[config.mk]
export PLATFORM = sky130hd
export DESIGN_NAME = s2c_desc_emitter
export DESIGN_NICKNAME = d
export VERILOG_FILES = /design/src/rtl/s2c_pkg.sv /design/src/rtl/s2c_burst_addr.sv /design/src/rtl/s2c_err_accum.sv /design/src/rtl/s2c_byte_track.sv /design/src/rtl/s2c_desc_emitter.sv
export SDC_FILE = /design/constraint.sdc
export NUM_CORES = 1
export LEC_CHECK = 0
export ABC_CLOCK_PERIOD_IN_PS = 3600
export BUFFER_PORTS_ARGS = -buffer_cell sky130_fd_sc_hd__buf_2
export CORE_AREA = 2 2 213 215
export CTS_BUF_LIST = sky130_fd_sc_hd__clkbuf_8
export CTS_CLUSTER_SIZE = 24
export DETAILED_ROUTE_END_ITERATION = 6
export DIE_AREA = 0 0 215 217
export SYNTH_ARGS = -nofsm -noshare
export SYNTH_HDL_FRONTEND = slang
export SYNTH_HIERARCHICAL = 1
export SYNTH_SLANG_ARGS = --single-unit
[constraint.sdc]
create_clock -name clk -period 3.6 [get_ports clk]
set_input_delay 0.54 -clock clk [delete_from_list [all_inputs] [get_ports clk]]
set_output_delay 0.54 -clock clk [all_outputs]
set_load 0.1 [all_outputs]
[src/rtl/s2c_pkg.sv]
package s2c_pkg;
  // control byte bit positions
  localparam int F_SOP      = 7;
  localparam int F_EOP      = 6;
  localparam int F_AFIFO    = 2;
  localparam int F_IRQ_ERR  = 1;
  localparam int F_IRQ_DONE = 0;
  // status byte bit positions
  localparam int S_ERR   = 4;
  localparam int S_SHORT = 1;
  localparam int S_DONE  = 0;

  typedef enum logic [1:0] {ST_IDLE = 2'd0, ST_RUN = 2'd1, ST_WB = 2'd2} emit_state_t;

  function automatic logic [7:0] make_status(input logic err, input logic shrt);
    logic [7:0] s;
    s = '0;
    s[S_ERR]   = err;
    s[S_SHORT] = shrt;
    s[S_DONE]  = ~err;
    return s;
  endfunction

  function automatic logic want_irq(input logic [7:0] cflags, input logic err);
    return (cflags[F_IRQ_DONE] & ~err) | (cflags[F_IRQ_ERR] & err);
  endfunction
endpackage

[src/rtl/s2c_burst_addr.sv]
module s2c_burst_addr #(
  parameter int ADDR_W    = 32,
  parameter int BPB_LG    = 4,
  parameter int MAX_BURST = 16
) (
  input  logic              clk,
  input  logic              rst_n,
  input  logic              load,
  input  logic [ADDR_W-1:0] base_addr,
  input  logic              fifo_mode,
  input  logic              fire,
  input  logic              desc_end,
  output logic [ADDR_W-1:0] burst_addr,
  output logic              burst_first,
  output logic              burst_close
);
  localparam int BEAT_W   = (MAX_BURST > 1) ? $clog2(MAX_BURST) : 1;
  localparam int ALIGN_LG = BPB_LG + $clog2(MAX_BURST);
  localparam logic [ADDR_W-1:0] ALIGN_MASK = ADDR_W'((64'd1 << ALIGN_LG) - 64'd1);
  localparam logic [BEAT_W-1:0] LAST_IDX = BEAT_W'(MAX_BURST - 1);

  logic [BEAT_W-1:0] beat_idx;
  logic              fifo_q;
  logic [ADDR_W-1:0] step;

  assign burst_first = (beat_idx == '0);
  assign burst_close = fire & (desc_end | (beat_idx == LAST_IDX));
  assign step        = (ADDR_W'(beat_idx) + ADDR_W'(1)) << BPB_LG;

  always_ff @(posedge clk) begin
    if (!rst_n) begin
      beat_idx   <= '0;
      fifo_q     <= 1'b0;
      burst_addr <= '0;
    end else if (load) begin
      beat_idx   <= '0;
      fifo_q     <= fifo_mode;
      burst_addr <= fifo_mode ? (base_addr & ~ALIGN_MASK) : base_addr;
    end else if (burst_close) begin
      beat_idx <= '0;
      if (!fifo_q) burst_addr <= burst_addr + step;
    end else if (fire) begin
      beat_idx <= beat_idx + BEAT_W'(1);
    end
  end
endmodule

[src/rtl/s2c_err_accum.sv]
module s2c_err_accum (
  input  logic       clk,
  input  logic       rst_n,
  input  logic       clear,
  input  logic       sample,
  input  logic [2:0] err_in,
  output logic [3:0] err_src,
  output logic       any_err
);
  logic [2:0] sticky;

  always_ff @(posedge clk) begin
    if (!rst_n)      sticky <= '0;
    else if (clear)  sticky <= '0;
    else if (sample) sticky <= sticky | err_in;
  end

  assign err_src = {1'b0, sticky};
  assign any_err = |sticky;
endmodule

[src/rtl/s2c_byte_track.sv]
module s2c_byte_track #(
  parameter int CNT_W = 20,
  parameter int BPB   = 16
) (
  input  logic             clk,
  input  logic             rst_n,
  input  logic             load,
  input  logic [CNT_W-1:0] load_bytes,
  input  logic             fire,
  input  logic             stop,
  output logic [CNT_W-1:0] sent,
  output logic [CNT_W-1:0] beat_bytes,
  output logic             fin
);
  localparam logic [CNT_W-1:0] BPB_C = CNT_W'(BPB);

  logic [CNT_W-1:0] rem;

  assign beat_bytes = (rem < BPB_C) ? rem : BPB_C;
  assign fin        = (rem <= BPB_C) | stop;

  always_ff @(posedge clk) begin
    if (!rst_n) begin
      rem  <= '0;
      sent <= '0;
    end else if (load) begin
      rem  <= load_bytes;
      sent <= '0;
    end else if (fire) begin
      rem  <= rem - beat_bytes;
      sent <= sent + beat_bytes;
    end
  end
endmodule

[src/rtl/s2c_desc_emitter.sv]
module s2c_desc_emitter #(
  parameter int DATA_W    = 128,
  parameter int ADDR_W    = 32,
  parameter int CNT_W     = 20,
  parameter int USER_W    = 64,
  parameter int MAX_BURST = 16
) (
  input  logic                  clk,
  input  logic                  rst_n,
  input  logic                  desc_valid,
  output logic                  desc_ready,
  input  logic [7:0]            desc_flags,
  input  logic [CNT_W-1:0]      desc_bytes,
  input  logic [USER_W-1:0]     desc_user,
  input  logic [ADDR_W-1:0]     desc_addr,
  input  logic                  rd_valid,
  output logic                  rd_ready,
  input  logic [DATA_W-1:0]     rd_data,
  input  logic [2:0]            rd_err,
  input  logic                  rd_stop,
  output logic                  st_valid,
  input  logic                  st_ready,
  output logic [DATA_W-1:0]     st_data,
  output logic [DATA_W/8-1:0]   st_keep,
  output logic                  st_sop,
  output logic                  st_eop,
  output logic [USER_W-1:0]     st_user,
  output logic [ADDR_W-1:0]     st_addr,
  output logic                  st_burst_first,
  output logic                  wb_valid,
  output logic [7:0]            wb_flags,
  output logic [3:0]            wb_errsrc,
  output logic [CNT_W-1:0]      wb_bytes,
  output logic                  wb_irq
);
  import s2c_pkg::*;

  localparam int BPB    = DATA_W / 8;
  localparam int BPB_LG = $clog2(BPB);

  emit_state_t       state;
  logic [7:0]        cflags;
  logic [USER_W-1:0] user_q;
  logic [CNT_W-1:0]  prog_bytes;
  logic              first_beat;

  logic             in_run, load, fire, fin, end_beat, any_err, burst_close;
  logic [CNT_W-1:0] sent, beat_bytes;
  logic [3:0]       err_src;

  function automatic logic [BPB-1:0] keep_for(input logic [CNT_W-1:0] n);
    logic [BPB-1:0] k;
    for (int i = 0; i < BPB; i++) k[i] = (CNT_W'(i) < n);
    return k;
  endfunction

  assign in_run     = (state == ST_RUN);
  assign desc_ready = (state == ST_IDLE);
  assign load       = desc_valid & desc_ready;
  assign st_valid   = in_run & rd_valid;
  assign rd_ready   = in_run & st_ready;
  assign fire       = st_valid & st_ready;
  assign end_beat   = in_run & fin;

  assign st_data = rd_data;
  assign st_sop  = in_run & first_beat & cflags[F_SOP];
  assign st_user = st_sop ? user_q : '0;
  assign st_eop  = end_beat & cflags[F_EOP];
  assign st_keep = st_eop ? keep_for(beat_bytes) : '1;

  always_ff @(posedge clk) begin
    if (!rst_n) begin
      state      <= ST_IDLE;
      cflags     <= '0;
      user_q     <= '0;
      prog_bytes <= '0;
      first_beat <= 1'b0;
    end else begin
      case (state)
        ST_IDLE: if (load) begin
          cflags     <= desc_flags;
          user_q     <= desc_user;
          prog_bytes <= desc_bytes;
          first_beat <= 1'b1;
          state      <= (desc_bytes == '0) ? ST_WB : ST_RUN;
        end
        ST_RUN: if (fire) begin
          first_beat <= 1'b0;
          if (fin) state <= ST_WB;
        end
        default: state <= ST_IDLE;
      endcase
    end
  end

  s2c_byte_track #(.CNT_W(CNT_W), .BPB(BPB)) u_bytes (
    .clk(clk), .rst_n(rst_n), .load(load), .load_bytes(desc_bytes),
    .fire(fire), .stop(rd_stop), .sent(sent), .beat_bytes(beat_bytes), .fin(fin)
  );

  s2c_burst_addr #(.ADDR_W(ADDR_W), .BPB_LG(BPB_LG), .MAX_BURST(MAX_BURST)) u_addr (
    .clk(clk), .rst_n(rst_n), .load(load), .base_addr(desc_addr),
    .fifo_mode(desc_flags[F_AFIFO]), .fire(fire), .desc_end(fin),
    .burst_addr(st_addr), .burst_first(st_burst_first), .burst_close(burst_close)
  );

  s2c_err_accum u_err (
    .clk(clk), .rst_n(rst_n), .clear(load), .sample(fire), .err_in(rd_err),
    .err_src(err_src), .any_err(any_err)
  );

  assign wb_valid  = (state == ST_WB);
  assign wb_flags  = wb_valid ? make_status(any_err, sent < prog_bytes) : '0;
  assign wb_errsrc = wb_valid ? err_src : '0;
  assign wb_bytes  = wb_valid ? sent : '0;
  assign wb_irq    = wb_valid & want_irq(cflags, any_err);
endmodule

==> results.md, run 1 <==
- Outcome: finished, violations left
- Failing checks: DRC
- Max_slew headroom: 0.309
- Cells after synthesis: 1362
- Post-Syn Area: approximately 11000 µm²
- First-pass GRT wire length: slightly above 50 mm
- Fraction of final layout cells sized beyond drive strength 1: 0.259
- Warnings from Yosys: 6
- CP Capture Type: output pin
- Cells on worst reg2reg path: 16
- Critical Path RT: about 3.1 ns
- Worst-skew pair later-pin latency: 0.54 ns
- Power Density: around 360 nW/µm²
- Antenna viol nets, final: 0
- R2R Setup Slk: around 0.16 ns
- Row count: 78
- FMAX: between 0.2 and 0.3 GHz
- Post-CTS Hold Buffers: 0
- M3 GR Usage: 0.0530
- Hold path start: desc_user[54]
- Max Buffers Root-to-Sink: 2
- RSZ-0062 raised after global routing: yes
- Vias/cell: ~4.6
- Final core occ: 0.282
- RR Endpoint: u_bytes/sent[18]
- Vias in the first global route: between 9000 and 10000
- IO Pins: 541
- Most used routing layer: met2
- Number of port buffers: around 280
- Die height: approximately 220 µm
- CP arrival: about 2.9 ns
- Hold Vio Cnt, Final: 0
- Total wire length: roughly 34 mm
- Avg Inst Size Synth: 8.05 µm²
- Non-filler instance count after layout: about 2100
- P_leak: roughly 5.6 nW
- Clock skew: 0.0223 ns
- Kind of critical path: reg -> out
- Area growth, synth to finish: 15.2%
- DP Worst Slack: roughly 0.029 ns
- Worst-path clk slew: around 0.10 ns
- Routability congestion estimate: 0.847
- Initial antenna violation count: 2
- Fin. max-slew vios: 0
- CP startpoint kind: register
- DR vias: roughly 9800
- Setup WS post-layout: between 0.15 and 0.2 ns
- Crit share post-route: 0.957
- Hold Path Stages: 3
- Initial Util: 0.245
- Fin nets: roughly 1800
- Total track usage: 0.142
- Initial DRC count: about 490
- CTS Buf Count: 17
- # DRC: 3
- Hold Slack: 0.220 ns
- CTS tree: yes
- CP max FO: 10
- Critical R2R Launch: u_bytes/rem[9]
- M2 GR Usage: 0.228
- Most frequent cells in the layout: buf_2 (261), nand2_1 (218), dfxtp_1 (169), a21boi_1 (88), and2_1 (79)
- Number of clock sinks: about 170
- Detailed placement HPWL: around 25 mm
- Pre-antenna DRT Iters: 7
- Final setup vio count: 0
- # Max-Cap Violations: 0
- Remaining Overflow, GRT: 0
- CTS root buffer: clkbuf_8
- Met1 usage in global routing: 0.172
- Core footprint: 44700 µm²
- Minimum clock period after layout: around 3.4 ns
- Most common cell after layout, fill and taps aside: buf_2
- Routed length per instance: approximately 16 µm
- Largest net degree at the start of global routing: 90
- Hold Crit Class: in -> reg
- Die area: ~47000 µm²
- DIE WIDTH: 215 µm
- CTS HTree Levels: 4
- Worst hold endpoint: user_q[54]
- Slew of the pin with the lowest slew margin: ~1.0 ns
- Diode count: 0
- Max IR drop VDD: 0.000261 V
- Cells after DPL: 2072
- Pwr Total: ~4.6 mW
[metrics by stage]
stage | TNS, ns | instance area [µm²]
after CTS | 0 | 12500
after floorplan | 0 | 11100
final | 0 | 12600
after global placement | 0 | 12000
after detailed placement | 0 | 12000
after global routing | -0.0638 | 12600
[metal layers]
metal / vias to the layer above / routed length [µm] / part of all wire
met3: 63 / 2680 / 0.079
met4: 6 / 821 / 0.024
met1: 4561 / 14600 / 0.43
met2: 368 / 15700 / 0.46
met5: - / 57 / 0.0017
li1: 4769 / - / -
[critical path, cell delays in order (launching register included)]
cell and delay (ns):
dfxtp_4 0.37, nor4_4 0.36, nand4b_4 0.16, nor2_4 0.12
buf_4 0.13, a31o_4 0.16, nand3_4 0.10, nor2_4 0.14
nand4_4 0.14, buf_6 0.17, or3_4 0.34, buf_12 0.17
[where the power goes]
part	internal, mW	switching, mW
registers	2.02	0.117
logic	0.325	0.772
clock network	0.564	0.801
total	2.91	1.69
[how the worst max path moves through the flow]
stage | from | end | cells after the start
finish | u_bytes/rem[9] | st_keep[3] | 11
global route | u_bytes/rem[9] | st_keep[3] | 11
CTS | u_bytes/rem[11] | st_keep[3] | 11
detailed placement | u_bytes/rem[8] | u_bytes/sent[12] | 15
global placement | u_bytes/rem[8] | u_bytes/sent[17] | 14
floorplan | u_bytes/rem[12] | st_keep[10] | 10
[registers in the layout, indices dropped and copies added (netlist names)]
name and cells:
u_addr/burst_addr 32, u_bytes/rem 20, prog_bytes 20, first_beat 1
cflags 4, user_q 64, u_addr/beat_idx 4, u_err/sticky 3
u_addr/fifo_q 1, state 2, u_bytes/sent 20
[timing repair]
action / CTS / global route
gates resized for setup: 24 / 28
setup buffers: 5 / 3
setup endpoints to repair: 16 / 21
pin swaps: 5 / 10
[area by class of cell]
| class | count | area, µm² |
|---|---|---|
| fillers | 4924 | 32100 |
| clock inverters | 14 | 120 |
| multi-input cells | 972 | 6270 |
| well taps | 600 | 751 |
| repair buffers | 304 | 1690 |
| flip-flops and latches | 171 | 3430 |
| clock buffers | 18 | 248 |
| inverters | 33 | 126 |
Power figures use the tool's default switching activity.
==> inputs of run 2 (changes only) <==
- GPL_TIMING_DRIVEN: default -> 0
==> results.md, run 2 (synthesis gave the netlist of run 1 again) <==
- Power Density: between 300 and 400 nW/µm²
- Max Buffers Root-to-Sink: 2
- Largest regs: user_q: 64 flops, u_addr/burst_addr: 32 flops
- Minimum clock period after layout: roughly 3.5 ns
- Area growth, synth to finish: 35.3%
- Die area: approximately 47000 µm²
- Pre-antenna DRT Iters: 7
- Number of port buffers: about 400
- Crit share post-route: 0.986
- Initial DRC count: 479
- Hold Path Stages: 3
- Total track usage: 0.159
- CTS root buffer: clkbuf_8
- Detailed placement HPWL: approximately 30 mm
- Fraction of final layout cells sized beyond drive strength 1: 0.369
- Initial antenna violation count: 2
- M2 GR Usage: 0.267
- Remaining Overflow, GRT: 0
- IO Pins: approximately 540
- P_leak: between 6 and 7 nW
- Setup WS post-layout: approximately 0.051 ns
- # DRC: 0
- CP Capture Type: output pin
- Hold Vio Cnt, Final: 0
- Worst-skew pair later-pin latency: between 0.5 and 0.6 ns
- Slowest Stage Delay on Critical Path: between 0.4 and 0.5 ns
- Antenna viol nets, final: 0
- Clock skew: ~0.018 ns
- RR Endpoint: u_bytes/sent[13]
- Worst hold endpoint: user_q[56]
- Die height: approximately 220 µm
- Pwr Total: about 5.5 mW
- Hold Slack: 0.222 ns
- Worst-path clk slew: around 0.10 ns
- Initial Util: 0.245
- First-pass GRT wire length: 57.8 mm
- Row count: 78
- Most frequent cells in the layout: buf_2 (347), nand2_1 (218), buf_4 (192), dfxtp_1 (165), a21boi_1 (88)
- Core footprint: about 45000 µm²
- Critical Path RT: about 3.1 ns
- CP Cell Sequence: nor4_4, nand4b_4, nor2_4, nand2_2, nor2_4, inv_4, nor4_4, nand4_4, or4_4, buf_12
- DP Worst Slack: -0.570 ns
- Non-filler instance count after layout: 2450
- Slew of the pin with the lowest slew margin: about 1.0 ns
- Total wire length: between 30 and 40 mm
- Cells on worst reg2reg path: 15
- Dpl cell area: roughly 14000 µm²
- Cells after DPL: about 2400
- Largest Register: user_q
- Worst path slowest cell: or4_4
- # Max-Cap Violations: 0
- Post-CTS Hold Buffers: 0
- CTS tree: yes
- CP arrival: between 3 and 4 ns
- Met1 usage in global routing: 0.201
- Kind of critical path: reg -> out
- R2R Setup Slk: approximately 0.15 ns
- Outcome: completed
- DIE WIDTH: 215 µm
- Most common cell after layout, fill and taps aside: buf_2
- Max_slew headroom: 0.328
- CTS Buf Count: 17
- Max IR drop VDD: 0.000376 V
- Largest net degree at the start of global routing: 23
- Vias/cell: ~4.5
- CTS HTree Levels: 4
- Routability congestion estimate: approximately 0.85
- M3 GR Usage: 0.0383
- FMAX: between 0.2 and 0.3 GHz
- RSZ-0062 raised after global routing: yes
- Hold path start: desc_user[56]
- Most used routing layer: met2
- CP startpoint kind: register
- Number of clock sinks: 171
- Routed length per instance: roughly 16 µm
- Critical R2R Launch: u_bytes/rem[8]
- Fin. max-slew vios: 0
- Final setup vio count: 0
- Vias in the first global route: 10448
- Max reg flops: 64
- Hold Crit Class: in -> reg
- Fin nets: roughly 2100
- DR vias: around 11000
- Final instance area: between 10000 and 15000 µm²
- CP max FO: 8
run 2: cell count changes in the layout (fill, tap and decap cells not counted), moves of 3 or more:
cell | previous run | this run
buf_4 | 31 | 192
dfxtp_2 | 1 | 4
buf_2 | 261 | 347
clkbuf_4 | 5 | 26
dfxtp_1 | 169 | 165
and2_1 | 79 | 76
clkbuf_2 | 0 | 3
clkinv_2 | 3 | 0
buf_12 | 3 | 6
clkinvlp_4 | 2 | 5
buf_6 | 3 | 10
buf_1 | 0 | 4
clkbuf_1 | 0 | 52
run 2: worst max-delay path by stage:
stage / start / to / cells past startpoint
after CTS: u_bytes/rem[11] / st_keep[2] / 9
after floorplan: u_bytes/rem[12] / st_keep[10] / 10
after detailed placement: state[0] / u_addr/burst_addr[13] / 9
after global placement: state[0] / u_addr/burst_addr[13] / 9
final: u_bytes/rem[8] / st_keep[0] / 10
after global routing: u_bytes/rem[8] / st_keep[1] / 10
run 2: critical path, delay by kind of cell (launching register included):
family                 cells  cell delay [ns]
AND/OR/NAND/NOR            8             1.87
buffers and inverters      2             0.24
flip-flops                 1             0.37
run 2: final cells by class:
| cell class | instances | area, µm² |
|---|---|---|
| multi-input combinational | 972 | 6290 |
| inverter | 33 | 126 |
| tap | 600 | 751 |
| fill | 4862 | 29900 |
| timing repair buffer | 423 | 2440 |
| buffer | 217 | 1400 |
| antenna | 2 | 5.00 |
| clock buffer | 20 | 275 |
| clock inverter | 12 | 113 |
| sequential | 171 | 3440 |
run 2: through the flow:
stage	util	setup TNS (ns)
finish	0.332	0
global route	0.332	-0.741
CTS	0.325	-0.158
detailed placement	0.310	-17.54
global placement	0.310	-15.45
floorplan	-	0
run 2: power breakdown:
part           internal [mW]  switching (mW)  leakage, nW  total [mW]
registers               2.02           0.121         1.41        2.15
logic                  0.492            1.41         5.28        1.90
clock network          0.606           0.810        0.189        1.42
run 2: timing repair:
action                     4_1_cts  5_1_grt
setup endpoints to repair      117       61
setup buffers                    7       12
resized for setup               73       66
pin swaps                        7       17
cloned                           1        0
run 2: metal layers:
| metal | part of all wire | wire length [µm] | vias up |
|---|---|---|---|
| met5 | 0.00026 | 10 | - |
| li1 | - | - | 5436 |
| met4 | 0.018 | 677 | 2 |
| met1 | 0.43 | 16700 | 5203 |
| met3 | 0.063 | 2420 | 38 |
| met2 | 0.48 | 18600 | 360 |
